--- src/rtl/bp_match_pkg.sv ---
package bp_match_pkg;

  // Access kind codes
  localparam logic [1:0] KIND_FETCH = 2'b00;
  localparam logic [1:0] KIND_READ  = 2'b01;
  localparam logic [1:0] KIND_WRITE = 2'b10;
  localparam logic [1:0] KIND_RSVD  = 2'b11;

  // Entry type codes
  localparam logic [1:0] TYPE_EXEC  = 2'b00;
  localparam logic [1:0] TYPE_WR    = 2'b01;
  localparam logic [1:0] TYPE_RSVD  = 2'b10;
  localparam logic [1:0] TYPE_RW    = 2'b11;

  // Entry length codes
  localparam logic [1:0] LEN_ONE    = 2'b00;
  localparam logic [1:0] LEN_TWO    = 2'b01;
  localparam logic [1:0] LEN_RSVD   = 2'b10;
  localparam logic [1:0] LEN_FOUR   = 2'b11;

  // Low address bits cleared by a length code
  function automatic logic [1:0] len_clear_bits(input logic [1:0] len);
    case (len)
      LEN_TWO:  return 2'b01;
      LEN_FOUR: return 2'b11;
      default:  return 2'b00;
    endcase
  endfunction

  // Offset of the last byte of the field from its base
  function automatic logic [1:0] len_last_offset(input logic [1:0] len);
    case (len)
      LEN_TWO:  return 2'd1;
      LEN_FOUR: return 2'd3;
      default:  return 2'd0;
    endcase
  endfunction

  function automatic logic size_is_legal(input logic [2:0] size);
    return (size == 3'd1) || (size == 3'd2) || (size == 3'd4);
  endfunction

  // Does a data entry type watch this kind of access
  function automatic logic data_kind_pass(input logic [1:0] typ, input logic [1:0] kind);
    case (typ)
      TYPE_WR: return kind == KIND_WRITE;
      TYPE_RW: return (kind == KIND_READ) || (kind == KIND_WRITE);
      default: return 1'b0;
    endcase
  endfunction

endpackage

--- src/rtl/bp_access_decode.sv ---
module bp_access_decode
  import bp_match_pkg::*;
#(
  parameter int ADDR_W = 32,
  localparam int EXT_W = ADDR_W + 1
) (
  input  logic [ADDR_W-1:0] acc_addr,
  input  logic [2:0]        acc_size,
  input  logic [1:0]        acc_kind,
  output logic [EXT_W-1:0]  acc_first,
  output logic [EXT_W-1:0]  acc_last,
  output logic              acc_ok
);

  // One extra bit keeps the last byte from wrapping to address zero
  always_comb begin
    acc_first = {1'b0, acc_addr};
    acc_last  = acc_first + EXT_W'(acc_size) - EXT_W'(1);
    acc_ok    = size_is_legal(acc_size) && (acc_kind != KIND_RSVD);
  end

endmodule

--- src/rtl/bp_entry_cmp.sv ---
module bp_entry_cmp
  import bp_match_pkg::*;
#(
  parameter int ADDR_W = 32,
  localparam int EXT_W = ADDR_W + 1
) (
  input  logic [ADDR_W-1:0] bp_addr,
  input  logic [1:0]        bp_type,
  input  logic [1:0]        bp_len,
  input  logic [ADDR_W-1:0] acc_addr,
  input  logic [1:0]        acc_kind,
  input  logic [EXT_W-1:0]  acc_first,
  input  logic [EXT_W-1:0]  acc_last,
  input  logic              acc_ok,
  output logic              entry_hit
);

  logic [ADDR_W-1:0] keep_mask;
  logic [EXT_W-1:0]  field_base;
  logic [EXT_W-1:0]  field_last;
  logic              bytes_overlap;
  logic              exec_strike;
  logic              data_strike;

  always_comb begin
    keep_mask     = {{(ADDR_W-2){1'b1}}, ~len_clear_bits(bp_len)};
    field_base    = {1'b0, bp_addr & keep_mask};
    field_last    = field_base + EXT_W'(len_last_offset(bp_len));
    bytes_overlap = (acc_first <= field_last) && (field_base <= acc_last);

    exec_strike   = acc_ok && (bp_type == TYPE_EXEC) && (bp_len == LEN_ONE) &&
                    (acc_kind == KIND_FETCH) && (acc_addr == bp_addr);

    data_strike   = acc_ok && (bp_len != LEN_RSVD) &&
                    data_kind_pass(bp_type, acc_kind) && bytes_overlap;

    entry_hit     = exec_strike || data_strike;
  end

endmodule

--- src/rtl/bp_range_match.sv ---
module bp_range_match
  import bp_match_pkg::*;
#(
  parameter int ADDR_W    = 32,
  parameter int N_ENTRIES = 4
) (
  input  logic                          clk,
  input  logic                          rst_n,
  input  logic [ADDR_W-1:0]             acc_addr,
  input  logic [2:0]                    acc_size,
  input  logic [1:0]                    acc_kind,
  input  logic [N_ENTRIES*ADDR_W-1:0]   bp_addr,
  input  logic [N_ENTRIES*2-1:0]        bp_type,
  input  logic [N_ENTRIES*2-1:0]        bp_len,
  output logic [N_ENTRIES-1:0]          hit
);

  localparam int EXT_W = ADDR_W + 1;

  logic [EXT_W-1:0]     acc_first;
  logic [EXT_W-1:0]     acc_last;
  logic                 acc_ok;
  logic [N_ENTRIES-1:0] hit_next;

  bp_access_decode #(.ADDR_W(ADDR_W)) u_decode (
    .acc_addr  (acc_addr),
    .acc_size  (acc_size),
    .acc_kind  (acc_kind),
    .acc_first (acc_first),
    .acc_last  (acc_last),
    .acc_ok    (acc_ok)
  );

  for (genvar gi = 0; gi < N_ENTRIES; gi++) begin : g_entry
    bp_entry_cmp #(.ADDR_W(ADDR_W)) u_cmp (
      .bp_addr   (bp_addr[gi*ADDR_W +: ADDR_W]),
      .bp_type   (bp_type[gi*2 +: 2]),
      .bp_len    (bp_len[gi*2 +: 2]),
      .acc_addr  (acc_addr),
      .acc_kind  (acc_kind),
      .acc_first (acc_first),
      .acc_last  (acc_last),
      .acc_ok    (acc_ok),
      .entry_hit (hit_next[gi])
    );
  end

  always_ff @(posedge clk) begin
    if (!rst_n) hit <= '0;
    else        hit <= hit_next;
  end

endmodule

--- config.mk ---
export PLATFORM = sky130hd
export DESIGN_NAME = bp_range_match
export DESIGN_NICKNAME = d
export VERILOG_FILES = /design/src/rtl/bp_match_pkg.sv /design/src/rtl/bp_access_decode.sv /design/src/rtl/bp_entry_cmp.sv /design/src/rtl/bp_range_match.sv
export SDC_FILE = /design/constraint.sdc
export NUM_CORES = 1
export LEC_CHECK = 0
export CAP_MARGIN = 10
export CORE_AREA = 2 2 191 193
export CTS_BUF_LIST = sky130_fd_sc_hd__clkbuf_8 sky130_fd_sc_hd__clkbuf_16
export DETAILED_ROUTE_END_ITERATION = 8
export DIE_AREA = 0 0 193 195
export GPL_TIMING_DRIVEN = 0
export PLACE_DENSITY_LB_ADDON = 0.25
export SLEW_MARGIN = 20
export SYNTH_ARGS = -nofsm -noshare
export SYNTH_HDL_FRONTEND = slang
export SYNTH_SLANG_ARGS = --single-unit
--- constraint.sdc ---
create_clock -name clk -period 9.7 [get_ports clk]
set_clock_uncertainty 0.1 [all_clocks]
set_input_delay 1.455 -clock clk [delete_from_list [all_inputs] [get_ports clk]]
set_output_delay 1.455 -clock clk [all_outputs]
set_load 0.1 [all_outputs]
Word level (Yosys, flattened, before mapping)
Index checks and enable logic that the tools add are counted.
- bits of input ports: 183
- register bits after elaboration: 4
- logic and storage cells: 110
- output and inout bits: 4
- equal/unequal tests: 30
- bitwise gates (word level): 8
- reductions and logical operators: 49
- $add $sub $neg: 6
- $lt $le $gt $ge: 8
- muxes and demuxes: 8
- operators by type and width (kind ; number):
    <= comparator 32 x 33 -> 1 bit ; 8
    adder 32 x 2 -> 33 bit ; 4
    AND 32 bit ; 4
    == test 32 bit ; 4
    adder 32 x 3 -> 33 bit ; 1
    logical AND 1 bit ; 33
    subtractor 33 x 1 -> 33 bit, second input constant ; 1
    == test 2 x 1 -> 1 bit, second input constant ; 9
    == test 2 bit, second input constant ; 9
    logical NOT 2 bit ; 9
    one-hot mux 2 bit (2 select lines) ; 4
    inequality test 2 bit, second input constant ; 5
    NOT 2 bit ; 4
    one-hot mux 1 bit (2 select lines) ; 4
    logical OR 1 bit ; 7
    == test 3 x 1 -> 1 bit, second input constant ; 1
    == test 3 x 2 -> 1 bit, second input constant ; 1
    == test 3 bit, second input constant ; 1

Logic depth before layout (Yosys ltp)
- depth in word-level cells: 9
- gate-level depth with buffers: 24
- gate-level depth less buffers: 23

Modules after synthesis
From an unflattened synthesis, not the netlist that was laid out.
- cell total of the unflattened synthesis: 1627
- area, all modules: 11786.3 um^2
- by module, submodules not included (module ; instances ; area each (um^2) ; sequential area each (um^2) ; cells an instance):
    bp_entry_cmp at g_entry[0].u_cmp ... ; 3 ; 2364.8 ; 0.0 ; 321
    bp_entry_cmp at g_entry[1].u_cmp ; 1 ; 2392.3 ; 0.0 ; 324
    bp_access_decode ; 1 ; 2194.6 ; 0.0 ; 332
    bp_range_match ; 1 ; 105.1 ; 80.1 ; 8

Least setup slack after synthesis
Ideal clock, no wire load.
- kind: input to register
- start point: input acc_addr[1]
- end point: register hit[2]
- setup time: 0.091 ns
- buffers on the path: 1
- stages: 23
- data required time: 9.509 ns
- path slack: 3.353 ns
- arrival time: 6.156 ns
- cell sequence: clkbuf_1 -> inv_1 -> ha_1 -> inv_1 -> ha_1 -> fa_1 -> a211oi_1 -> o211ai_1 -> nand4_1 -> a21boi_0 -> o31ai_1 -> a21oi_1 -> a211o_1 -> a21oi_1 -> xor2_1 -> ha_1 -> a21oi_1 -> nand3b_1 -> or3b_2 -> a31oi_1 -> o21ai_0 -> a22o_1 -> a311oi_1
- cells in the longest elaborated chain, start to end: 6
- elaborated cells between the ends (all ways): 9
- classes of those cells: add/sub (2); order compare (2); eq/ne (1); reduce/logical (4)
- RTL lines (what ; line ; source):
    from (decl) ; bp_range_match.sv:9 ; input logic [ADDR_W-1:0] acc_addr,
    adder 32 x 3 -> 33 bit ; bp_access_decode.sv:18 ; acc_last = acc_first + EXT_W'(acc_size) - EXT_W'(1);
    subtractor 33 x 1 -> 33 bit ; bp_access_decode.sv:18 ;
    <= comparator 32 x 33 -> 1 bit ; bp_entry_cmp.sv:29 ; bytes_overlap = (acc_first <= field_last) && (field_base <= acc_last);
    logical AND 1 bit ; bp_entry_cmp.sv:29 ;
    logical AND 1 bit ; bp_entry_cmp.sv:35 ; data_kind_pass(bp_type, acc_kind) && bytes_overlap;
    logical OR 1 bit (*) ; bp_entry_cmp.sv:37 ; entry_hit = exec_strike || data_strike;
    to (signal assigned) ; bp_range_match.sv:50 ; else hit <= hit_next;
    to (decl) ; bp_range_match.sv:15 ; output logic [N_ENTRIES-1:0] hit
Mark *: on every way between the ends. The rest lies on a longest branch, timed or not.
A chain may end at the register's enable or synchronous reset.

Worst setup path in the final report
Ends and elaborated chain as after synthesis.

==> results.sh <==
export IMPL_status="finished clean"
export IMPL_intPower_mw=0.436
export IMPL_crit_path_max_fanout=5
export IMPL_cts_tree="built"
export IMPL_synth_cells=1402
export IMPL_drt_iter0_markers=969
export IMPL_ctsHtreeMaxLevel=1
export IMPL_io_pins=187
export IMPL_clock_path_buffers=2
export IMPL_final_area_sq_um=13100
export IMPL_synth_area_per_cell_sq_um=7.55
export IMPL_post_route_util=0.370
export IMPL_hold_class="in2reg"
export IMPL_final_max_slew_violation_count=0
export IMPL_slowest_stage="clkdlybuf4s50_1"
export IMPL_path_clk_slew_ps=30
export IMPL_drcViolationCount=0
export IMPL_fmax_mhz=117
export IMPL_fin_nets=2065
export IMPL_start_util=0.299
export IMPL_switchingPower_mw=0.559
export IMPL_cpPeakStageDelay_ps=630
export IMPL_synthArstFlopShare=0
export IMPL_critPathKind="in2reg"
export IMPL_reg_top3="hit (4)"
export IMPL_slew_headroom=0.169
export IMPL_cts_hold_buffers=0
export IMPL_portBuffers=182
export IMPL_antenna_cells=0
export IMPL_setup_violations_final=0
export IMPL_via_per_inst=5.62
export IMPL_synth_ff_type="dfxtp_1"
export IMPL_rsz0062_at_grt="no"
export IMPL_place_gp_congestion=0.989
export IMPL_powerDensity_nw_per_um2=76.1
export IMPL_ys_ff_latch=4
export IMPL_synth_cell_types=66
export IMPL_required_ps=9740
export IMPL_max_vdd_ir_drop_mv=0.0341
export IMPL_final_layout_size_suffix_gt1_frac=0.0151
export IMPL_dieArea_sq_um=37600
export IMPL_pwr_share_comb=0.914
export IMPL_cts_setup_buffers=0
export IMPL_yosys_warnings=0
export IMPL_firstDrtPassIters=5
export IMPL_tns_ps=0
export IMPL_grt_max_degree=9
export IMPL_crit_family="compound AO/OA/AOI/OAI gates"
export IMPL_path_buf_inv=4
export IMPL_synth_edf_count=0
export IMPL_swShare=0.562
export IMPL_seq_power_share=0.017
export IMPL_fp_coreArea_sq_um=35400
export IMPL_p_leak_nw=5.84
export IMPL_cts_made_buffers=3
export IMPL_startpoint_type="input port"
export IMPL_worst_slew_pin_slew_ps=1240
export IMPL_overflow=0
export IMPL_die_w_microns=193
export IMPL_cts_root_buf="clkbuf_16"
export IMPL_crit_arrival_ps=8580
export IMPL_drv_cap=0
export IMPL_ant_nets=0
export IMPL_vias=11500
export IMPL_die_h_microns=195
export IMPL_grt_pass1_wl_mm=75.6
export IMPL_regMostFlops="hit"
export IMPL_dpl_cell_area_sq_um=13000
export IMPL_path_cells="clkdlybuf4s50_1 -> clkbuf_1 -> inv_1 -> ha_1 -> inv_1 -> ha_1 -> fa_1 -> a211oi_1 -> o211ai_1 -> nand4_1 -> a21boi_0 -> o31ai_1 -> a21oi_1 -> a211o_1 -> a21oi_1 -> xor2_1 -> ha_1 -> a21oi_1 -> nand3b_1 -> or3b_2 -> a31oi_1 -> o21ai_0 -> a22o_1 -> a311oi_1"
export IMPL_place_hpwl_mm=46.1
export IMPL_rows=69
export IMPL_yosysSeqAreaShare=0.00756
export IMPL_ctsResizeCount=0
export IMPL_power_total_mw=0.995
export IMPL_drt_total_wl_mm=52.2
export IMPL_largest_reg_flops=4
export IMPL_grt_pass1_vias=11300
export IMPL_clock_sinks=4
export IMPL_syn_cell_area_sq_um=10600
export IMPL_syn2layout_area_growth_pct=23.5
export IMPL_detail_route_wl_per_cell_microns=25.4
export IMPL_crit_path_end_kind="register"
export IMPL_finalCritPeriodShare=0.881
export IMPL_antenna_found_initial=1
export IMPL_grtUsageTotal=0.274
export IMPL_final_hold_viol_count=0
export IMPL_fin_crit_ps=8540
export IMPL_p_clk_frac=0.069
## per-layer routing
metal / GRT usage / routed length (microns)
met4: 0.0946 / 1990
met2: 0.435 / 22800
met5: 0 / 0
met3: 0.0212 / 3330
met1: 0.387 / 24000
## through the flow
| step | std cells | hold WS [ps] | setup WS [ps] |
|---|---|---|---|
| finish | 2051 | 1910 | 1160 |
| global route | 2051 | 1990 | 870 |
| CTS | 2051 | 1900 | 1240 |
| detailed placement | 2048 | 2140 | 1030 |
| global placement | 2048 | 2150 | 1040 |
| floorplan | 1405 | 1470 | 3350 |
## tightest hold or removal path, cell delays in order
cell and delay [ps]:
clkbuf_1 190, xnor2_1 180, nand4_1 110, nor4_1 90, nand4_1 80, a32oi_1 80
## cell type report
cell class / count / area (sq um)
repair buffers: 182 / 1820
multi-input cells: 1238 / 9910
clock buffers: 3 / 75.1
fillers: 3790 / 22300
plain buffers: 36 / 135
flip-flops and latches: 4 / 80.1
inverters: 127 / 477
well taps: 461 / 577
## power by group through the flow
stage	registers, mW	clock network, mW	logic (mW)
floorplan	0.0205	0	0.526
global placement	0.0175	0	0.872
detailed placement	0.0175	0	0.883
CTS	0.0173	0.0695	0.890
global route	0.0173	0.0690	0.995
finish	0.0173	0.0688	0.909
## cell usage after synthesis (2+ instances only)
cell | n | share of area
and3_1 | 5 | 0.0030
nor4_1 | 40 | 0.024
nor2b_1 | 21 | 0.012
buf_1 | 2 | 0.00071
or4_1 | 3 | 0.0021
and2_1 | 7 | 0.0041
mux2i_1 | 3 | 0.0028
or3_1 | 3 | 0.0018
a21oi_1 | 101 | 0.048
clkbuf_1 | 34 | 0.012
a21boi_0 | 6 | 0.0043
o31ai_1 | 3 | 0.0021
a311oi_1 | 2 | 0.0017
inv_1 | 127 | 0.045
dfxtp_1 | 4 | 0.0076
o2111ai_1 | 3 | 0.0025
nor3_1 | 28 | 0.013
o21ai_0 | 54 | 0.026
o21bai_1 | 10 | 0.0071
a2111oi_0 | 3 | 0.0025
nand2_1 | 66 | 0.023
a21o_1 | 66 | 0.047
o21ai_1 | 3 | 0.0014
and4_1 | 4 | 0.0033
nor4_2 | 2 | 0.0024
a32oi_1 | 3 | 0.0025
xnor3_1 | 3 | 0.0064
a211o_1 | 5 | 0.0041
xnor2_1 | 127 | 0.11
or2_2 | 6 | 0.0035
nor2_1 | 62 | 0.022
o211ai_1 | 11 | 0.0078
a221o_1 | 3 | 0.0028
nand3_1 | 39 | 0.018
maj3_2 | 2 | 0.0021
ha_1 | 289 | 0.34
a31oi_1 | 9 | 0.0053
nand4_1 | 87 | 0.051
maj3_1 | 3 | 0.0028
xor2_1 | 93 | 0.077
a211oi_1 | 13 | 0.0092
o31a_1 | 2 | 0.0017
nor3_2 | 2 | 0.0019
nand2b_1 | 14 | 0.0083
o21a_1 | 8 | 0.0057
## logic make-up (layout without fill, tap and decap cells)
logic type	Yosys count	count (layout)	share of synthesized area
AO/OA/AOI/OAI	317	317	0.192
multiplexers	3	3	0.00284
XOR/XNOR	225	225	0.191
AND/OR/NAND/NOR	394	394	0.199
other	1	4	0.000354
buffers and inverters	163	348	0.0578
flip-flops	4	4	0.00756
adder cells (fa/ha/maj)	295	295	0.348
## placed cells by master (no fill, tap or decap), types with 21 or more instances in the layout
master,n
ha_1,289
clkdlybuf4s50_1,182
inv_1,127
xnor2_1,127
a21oi_1,101
xor2_1,93
nand4_1,87
a21o_1,66
nand2_1,66
nor2_1,62
o21ai_0,54
nor4_1,40
nand3_1,39
clkbuf_1,34
nor3_1,28
nor2b_1,21
## worst paths after layout
kind	start	to	slack, ps	cells after the start
hold / removal	bp_addr[51]	hit[1]$_SDFF_PN0_	1910	6
setup / recovery	acc_addr[1]	hit[2]$_SDFF_PN0_	1160	24
No activity file was read; power rests on OpenSTA's default activity.
